[src/rtl/bg_sched_pkg.sv]
package bg_sched_pkg;
  localparam int GRP_W  = 2;
  localparam int BANK_W = 2;
  localparam int NUM_GRP = 1 << GRP_W;
  localparam int BANKS_PER_GRP = 1 << BANK_W;
  localparam int NUM_BANK = NUM_GRP * BANKS_PER_GRP;

  typedef struct packed {
    logic [GRP_W-1:0]  grp;
    logic [BANK_W-1:0] bank;
  } rd_req_t;
endpackage

[src/rtl/bg_rd_queue.sv]
module bg_rd_queue
  import bg_sched_pkg::*;
#(
  parameter int DEPTH = 8,
  localparam int IDX_W = $clog2(DEPTH),
  localparam int CNT_W = $clog2(DEPTH + 1)
) (
  input  logic                   clk_i,
  input  logic                   rst_ni,
  input  logic                   push_i,
  input  rd_req_t                push_req_i,
  input  logic                   pop_i,
  input  logic [IDX_W-1:0]       pop_idx_i,
  output rd_req_t [DEPTH-1:0]    entries_o,
  output logic    [DEPTH-1:0]    valid_o,
  output logic                   ready_o,
  output logic    [CNT_W-1:0]    count_o
);
  rd_req_t [DEPTH-1:0] q, q_nxt;
  logic [CNT_W-1:0] cnt, cnt_pop;
  logic take;

  assign ready_o = (cnt != CNT_W'(DEPTH));
  assign take    = push_i && ready_o;
  assign cnt_pop = cnt - CNT_W'(pop_i);

  // index 0 holds the oldest entry; popping compacts the tail down
  always_comb begin
    for (int i = 0; i < DEPTH - 1; i++) begin
      if (pop_i && i >= int'(pop_idx_i)) q_nxt[i] = q[i+1];
      else                               q_nxt[i] = q[i];
    end
    q_nxt[DEPTH-1] = q[DEPTH-1];
    if (take) q_nxt[cnt_pop[IDX_W-1:0]] = push_req_i;
  end

  always_ff @(posedge clk_i or negedge rst_ni) begin
    if (!rst_ni) begin
      q   <= '0;
      cnt <= '0;
    end else begin
      q   <= q_nxt;
      cnt <= cnt_pop + CNT_W'(take);
    end
  end

  for (genvar i = 0; i < DEPTH; i++) begin : g_vld
    assign valid_o[i] = (CNT_W'(i) < cnt);
  end

  assign entries_o = q;
  assign count_o   = cnt;

  assert_count_track_R8: assert property (@(posedge clk_i) disable iff (!rst_ni)
    cnt == $past(cnt) + CNT_W'($past(take)) - CNT_W'($past(pop_i)));
  assert_no_overflow_R8: assert property (@(posedge clk_i) disable iff (!rst_ni)
    (push_i && !ready_o) |=> (cnt <= $past(cnt)));
endmodule

[src/rtl/bg_sched_timers.sv]
module bg_sched_timers
  import bg_sched_pkg::*;
#(
  parameter int TMR_W = 6
) (
  input  logic                 clk_i,
  input  logic                 rst_ni,
  input  logic                 issue_i,
  input  logic [GRP_W-1:0]     issue_grp_i,
  input  logic [TMR_W-1:0]     t_same_grp_i,
  input  logic [TMR_W-1:0]     t_diff_bank_i,
  output logic [NUM_GRP-1:0]   grp_free_o,
  output logic [NUM_BANK-1:0]  bank_free_o
);
  logic [TMR_W-1:0] sg_load, db_load;

  // an interval of N clocks means N-1 blocked cycles after the issue
  assign sg_load = (t_same_grp_i  == '0) ? '0 : t_same_grp_i  - 1'b1;
  assign db_load = (t_diff_bank_i == '0) ? '0 : t_diff_bank_i - 1'b1;

  for (genvar g = 0; g < NUM_GRP; g++) begin : g_grp
    logic [TMR_W-1:0] tmr;
    always_ff @(posedge clk_i or negedge rst_ni) begin
      if (!rst_ni)                                  tmr <= '0;
      else if (issue_i && issue_grp_i == GRP_W'(g)) tmr <= sg_load;
      else if (tmr != '0)                           tmr <= tmr - 1'b1;
    end
    assign grp_free_o[g] = (tmr == '0);
  end

  for (genvar b = 0; b < NUM_BANK; b++) begin : g_bank
    logic [TMR_W-1:0] tmr, dec;
    assign dec = (tmr != '0) ? tmr - 1'b1 : '0;
    always_ff @(posedge clk_i or negedge rst_ni) begin
      if (!rst_ni)      tmr <= '0;
      else if (issue_i) tmr <= (dec > db_load) ? dec : db_load;
      else              tmr <= dec;
    end
    assign bank_free_o[b] = (tmr == '0);
  end
endmodule

[src/rtl/bg_sched_pick.sv]
module bg_sched_pick
  import bg_sched_pkg::*;
#(
  parameter int DEPTH = 8,
  localparam int IDX_W = $clog2(DEPTH)
) (
  input  rd_req_t [DEPTH-1:0]   entries_i,
  input  logic    [DEPTH-1:0]   valid_i,
  input  logic [NUM_GRP-1:0]    grp_free_i,
  input  logic [NUM_BANK-1:0]   bank_free_i,
  input  logic [GRP_W-1:0]      last_grp_i,
  input  logic                  last_vld_i,
  output logic                  pick_vld_o,
  output logic [IDX_W-1:0]      pick_idx_o
);
  logic [DEPTH-1:0] elig;
  logic pref_hit, fb_hit;
  logic [IDX_W-1:0] pref_idx, fb_idx;

  for (genvar i = 0; i < DEPTH; i++) begin : g_elig
    assign elig[i] = valid_i[i] && grp_free_i[entries_i[i].grp]
                   && bank_free_i[{entries_i[i].grp, entries_i[i].bank}];
  end

  // scan youngest to oldest so the oldest match is kept
  always_comb begin
    pref_hit = 1'b0;
    fb_hit   = 1'b0;
    pref_idx = '0;
    fb_idx   = '0;
    for (int i = DEPTH - 1; i >= 0; i--) begin
      if (elig[i]) begin
        fb_hit = 1'b1;
        fb_idx = IDX_W'(i);
        if (!last_vld_i || entries_i[i].grp != last_grp_i) begin
          pref_hit = 1'b1;
          pref_idx = IDX_W'(i);
        end
      end
    end
  end

  assign pick_vld_o = fb_hit;
  assign pick_idx_o = pref_hit ? pref_idx : fb_idx;
endmodule

[src/rtl/bg_read_sched.sv]
module bg_read_sched
  import bg_sched_pkg::*;
#(
  parameter int DEPTH = 8,
  parameter int TMR_W = 6,
  localparam int IDX_W = $clog2(DEPTH),
  localparam int CNT_W = $clog2(DEPTH + 1)
) (
  input  logic               clk_i,
  input  logic               rst_ni,
  input  logic               req_valid_i,
  input  logic [GRP_W-1:0]   req_group_i,
  input  logic [BANK_W-1:0]  req_bank_i,
  output logic               req_ready_o,
  input  logic [TMR_W-1:0]   t_same_grp_i,
  input  logic [TMR_W-1:0]   t_diff_bank_i,
  output logic               cmd_valid_o,
  output logic [GRP_W-1:0]   cmd_group_o,
  output logic [BANK_W-1:0]  cmd_bank_o
);
  rd_req_t [DEPTH-1:0] entries;
  logic [DEPTH-1:0]    valid;
  logic [CNT_W-1:0]    q_count;
  logic [NUM_GRP-1:0]  grp_free;
  logic [NUM_BANK-1:0] bank_free;
  logic                pick_vld;
  logic [IDX_W-1:0]    pick_idx;
  logic [GRP_W-1:0]    last_grp;
  logic                last_vld;
  rd_req_t             push_req;

  assign push_req = '{grp: req_group_i, bank: req_bank_i};

  bg_rd_queue #(.DEPTH(DEPTH)) u_queue (
    .clk_i, .rst_ni,
    .push_i(req_valid_i), .push_req_i(push_req),
    .pop_i(pick_vld), .pop_idx_i(pick_idx),
    .entries_o(entries), .valid_o(valid),
    .ready_o(req_ready_o), .count_o(q_count)
  );

  bg_sched_timers #(.TMR_W(TMR_W)) u_timers (
    .clk_i, .rst_ni,
    .issue_i(pick_vld), .issue_grp_i(cmd_group_o),
    .t_same_grp_i, .t_diff_bank_i,
    .grp_free_o(grp_free), .bank_free_o(bank_free)
  );

  bg_sched_pick #(.DEPTH(DEPTH)) u_pick (
    .entries_i(entries), .valid_i(valid),
    .grp_free_i(grp_free), .bank_free_i(bank_free),
    .last_grp_i(last_grp), .last_vld_i(last_vld),
    .pick_vld_o(pick_vld), .pick_idx_o(pick_idx)
  );

  always_ff @(posedge clk_i or negedge rst_ni) begin
    if (!rst_ni) begin
      last_grp <= '0;
      last_vld <= 1'b0;
    end else if (pick_vld) begin
      last_grp <= cmd_group_o;
      last_vld <= 1'b1;
    end
  end

  assign cmd_valid_o = pick_vld;
  assign cmd_group_o = entries[pick_idx].grp;
  assign cmd_bank_o  = entries[pick_idx].bank;

  assert_issue_from_queue_R1: assert property (@(posedge clk_i) disable iff (!rst_ni)
    cmd_valid_o |-> (q_count != '0));
  assert_grp_alternate_R2: assert property (@(posedge clk_i) disable iff (!rst_ni)
    cmd_valid_o |=> !(cmd_valid_o && cmd_group_o == $past(cmd_group_o)));
  assert_bank_spacing_R4: assert property (@(posedge clk_i) disable iff (!rst_ni)
    (cmd_valid_o && t_diff_bank_i >= TMR_W'(2)) |=> !cmd_valid_o);
  assert_timers_expired_R5: assert property (@(posedge clk_i) disable iff (!rst_ni)
    cmd_valid_o |-> (grp_free[cmd_group_o] && bank_free[{cmd_group_o, cmd_bank_o}]));
endmodule

[config.mk]
export PLATFORM = sky130hd
export DESIGN_NAME = bg_read_sched
export DESIGN_NICKNAME = d
export VERILOG_FILES = /design/src/rtl/bg_sched_pkg.sv /design/src/rtl/bg_rd_queue.sv /design/src/rtl/bg_sched_timers.sv /design/src/rtl/bg_sched_pick.sv /design/src/rtl/bg_read_sched.sv
export SDC_FILE = /design/constraint.sdc
export NUM_CORES = 1
export LEC_CHECK = 0
export ABC_AREA = 1
export BUFFER_PORTS_ARGS = -buffer_cell sky130_fd_sc_hd__buf_2
export CORE_ASPECT_RATIO = 1.25
export CORE_UTILIZATION = 28
export CTS_BUF_LIST = sky130_fd_sc_hd__clkbuf_4
export DETAILED_ROUTE_END_ITERATION = 12
export HOLD_SLACK_MARGIN = 0.1
export PLACE_DENSITY = 0.39
export SLEW_MARGIN = 20
export SYNTH_ARGS = -nofsm -noshare
export SYNTH_HDL_FRONTEND = slang
export SYNTH_SLANG_ARGS = --single-unit
[constraint.sdc]
create_clock -name clk_i -period 6.7 [get_ports clk_i]
set_input_delay 0.335 -clock clk_i [delete_from_list [all_inputs] [get_ports clk_i]]
set_output_delay 0.335 -clock clk_i [all_outputs]
set_load 0.1 [all_outputs]
==> impl_results.md <==
* Reg clk slew, reported paths at 0.17 ns
* Grt ovf at 0
* Via count at 14.4k
* Most used cell, CP: nand2_1
* Synth area leaders: dfrtp_1, ha_1, nand2_1, inv_1, o21ai_0
* Syn Inst Count at about 2.2k
* Worst Tran Pin Value at between 0.8 and 0.9 ns
* Hold Startpoint: t_same_grp_i[4]
* Vias in the first global route at around 14k
* Avg Cell Area, Syn at 6.82 um2
* Share of post-route cells with drive strength above 1 at approximately 10%
* Fraction of registers with async set or reset after synthesis at 100%
* Antenna violations before repair at 2
* CTS tree: done
* Synth Warn # at 0
* Remaining antenna violation count at 0
* Critical path arrival at ~4.5 ns
* Post-placement cell count at 2821
* Post-synth EDFFs at 0
* Post-synthesis mux area share at 0.0675%
* Routability Congestion at 0.906
* Crit. End Element: primary output
* Fmax at 0.205 GHz
* Footprint of the multi-input gates at 9340 um2
* Uppermost routed layer: met4
* IO Port Bufs at 24
* DRT met1 WL at 23100 um
* Initial DRT Pass Iterations at 5
* Critical path origin: u_timers.g_grp[0].tmr[0]$_DFFE_PN0P_
* H-tree depth at 4
* Leading area contributor after synthesis: dfrtp_1
* Setup Fix Bufs, Post-CTS at 0
* Top_reg_cell synth: dfrtp_1
* Reg-to-reg setup timing slack at between 1.5 and 2 ns
* Full die area at 53900 um2
* Site Rows at 93
* Final Skew at 0.0331 ns
* Fin. Hold Viols at 0
* Filler Cell Count at around 5.7k
* WL/cell at 19.2 um
* Critical path class: register to primary output
* Max clock buf depth at 2
* Post-synthesis cell area at 14800 um2
* CTS Sinks at 159
* # DRC at 0
* Startpoint types: register
* IO Pins at 25
* Largest net degree at the start of global routing at 59
* Worst R2R Start: u_timers.g_grp[0].tmr[0]$_DFFE_PN0P_
* Placement Setup Slack at between 2 and 2.5 ns
* Max Cap Viol at 0
* Unique masters post-synth at 50
* Setup TNS at 0 ns
* Final Slew Violations at 0
* Die span in x at between 200 and 250 um
* Starting Density at 28.6%
* Area grow syn2layout at 7.94%
* Cts bufs inserted at 17
* DRT iter0 DRCs at 903
* Combinational family with the most area after synthesis: simple AND/OR/NAND/NOR gates
* Final WS setup at 1.82 ns
* Mapped Nets at between 2k and 2.5k
* Final HPWL DP at approximately 42000 um
* Metal2 WL at approximately 28000 um
* Top-area cell type share of the netlist area at 26.8%
* Fin crit period at 4.88 ns
* Synth Area in Simple Gates at ~32%
* RSZ-0062 raised after global routing: no
* Yosys reg bits at 159
* Chip height at 259 um
* Fin crit share at 72.8%
* Slowest stage cell, crit path: nand4_2
* Root buf cell: clkbuf_4
* Register area at 3980 um2
* CP max stage delay at between 0.4 and 0.5 ns
* Post-synth top cells: nand2_1, inv_1, o21ai_0
* Metal3 WL at 1570 um
* GRT Total Usage at 20.7%
* Layout Nets at 2348
* Synth Area in Compound Gates at 17.3%
* Post-route cell area at 16000 um2
* Synth Area in XOR/XNOR at under 10%
* WP data required at roughly 6.4 ns
* Non-Filler Instances at 2867
* Max-Slew Margin vs Limit at between 40% and 50%
* Cell area after placement at 15600 um2
* Crit path max fanout at 11
* Core ar. at 51900 um2
* Vias/cell at 5.04
* # hold bufs at CTS at 10
* Total Routed Length at 55100 um
* Sequential share of the synthesized area at 26.8%
* First-pass GRT wire length at 84400 um
* Adder-Cell Fraction of Synth Area at 12.2%
* Hold Path Class: input port to register
* Cell with the most instances after synthesis: nand2_1
* Cell chain of the critical path: inv_1 > ha_1 > nand4_2 > inv_2 > o21ai_0 > nor2_1 > nand2_1 > nand2_1 > nand2_1 > nand2_1 > nand2_1 > nand2_1 > nand2_1 > nand3_4 > nand2_4 > inv_1 > o21ai_0 > o2111ai_1 > buf_2
* Worst-Skew Late Latency at 0.69 ns
* Status: finished, final reports clean
* Resized cells post-CTS at 0
* Number of setup violations in the final report at 0
==> final cells by class <==
cell class	count	share of cell area, %
antenna	4	0.0626
clock buffer	17	0.798
clock inverter	15	0.720
inverter	344	8.08
multi-input combinational	1619	58.4
sequential	159	24.9
tap	665	5.20
timing repair buffer	44	1.89
==> state kept, by name, summed over array words and instances (netlist names) <==
signal and flops:
u_timers.g_bank.tmr 96, u_queue.entries_o 32, u_timers.g_grp.tmr 24, u_queue.count_o 4
last_grp 2, last_vld 1
==> final timing paths <==
path / depth (start not counted) / to
setup / recovery: 19 / cmd_bank_o[1]
hold / removal: 7 / u_timers.g_grp[3].tmr[0]$_DFFE_PN0P_
setup reg to reg: 20 / u_queue.entries_o[18]$_DFF_PN0_
hold reg to reg: 2 / u_timers.g_grp[1].tmr[1]$_DFFE_PN0P_
max in group asynchronous: 4 / u_queue.entries_o[10]$_DFF_PN0_
min in group asynchronous: 3 / u_timers.g_bank[0].tmr[0]$_DFF_PN0_
==> per-layer routing <==
layer | up-vias | GRT usage, %
met5 | - | 0
met3 | 93 | 2.78
met2 | 276 | 38.5
li1 | 7235 | -
met1 | 6840 | 23.7
met4 | 0 | 8.37
==> cells in the final DEF (no fill, tap or decap), drive strengths merged, types with 34 or more instances in the layout <==
cell / instances
a21oi: 135
buf: 34
dfrtp: 159
ha: 144
inv: 342
nand2: 474
nand3: 196
nand4: 49
nor2: 233
o211ai: 36
o21ai: 230
==> kinds of logic (layout without fill, tap and decap cells) <==
| logic type | after synthesis | in the layout |
|---|---|---|
| and+or+nand+nor | 1000 | 1000 |
| xor gates and xnor gates | 19 | 19 |
| adders and majority gates | 144 | 144 |
| muxes | 1 | 1 |
| DFF | 159 | 159 |
| other | 0 | 4 |
| AOI/OAI and AO/OA | 455 | 455 |
| buffers and inverters | 395 | 420 |
==> critical path: cells and delay by family, from the launching register on <==
| kind | cells | cell delay (ns) |
|---|---|---|
| buffers and inverters | 4 | 1.19 |
| flip-flops | 1 | 0.39 |
| adder cells (fa/ha/maj) | 1 | 0.19 |
| AO/OA/AOI/OAI | 3 | 0.50 |
| AND/OR/NAND/NOR | 11 | 1.58 |
==> metrics by stage <==
stage          util, %  hold WS, ns
6_report          30.8        0.201
5_1_grt           30.8        0.213
4_1_cts           30.8        0.141
3_5_place_dp      30.1        0.319
3_3_place_gp      30.1        0.317
2_1_floorplan        -       0.0394
Power is left out: the tool's default activity adds up to more than one toggle a clock period on the data nets, which glitch-free logic cannot reach.
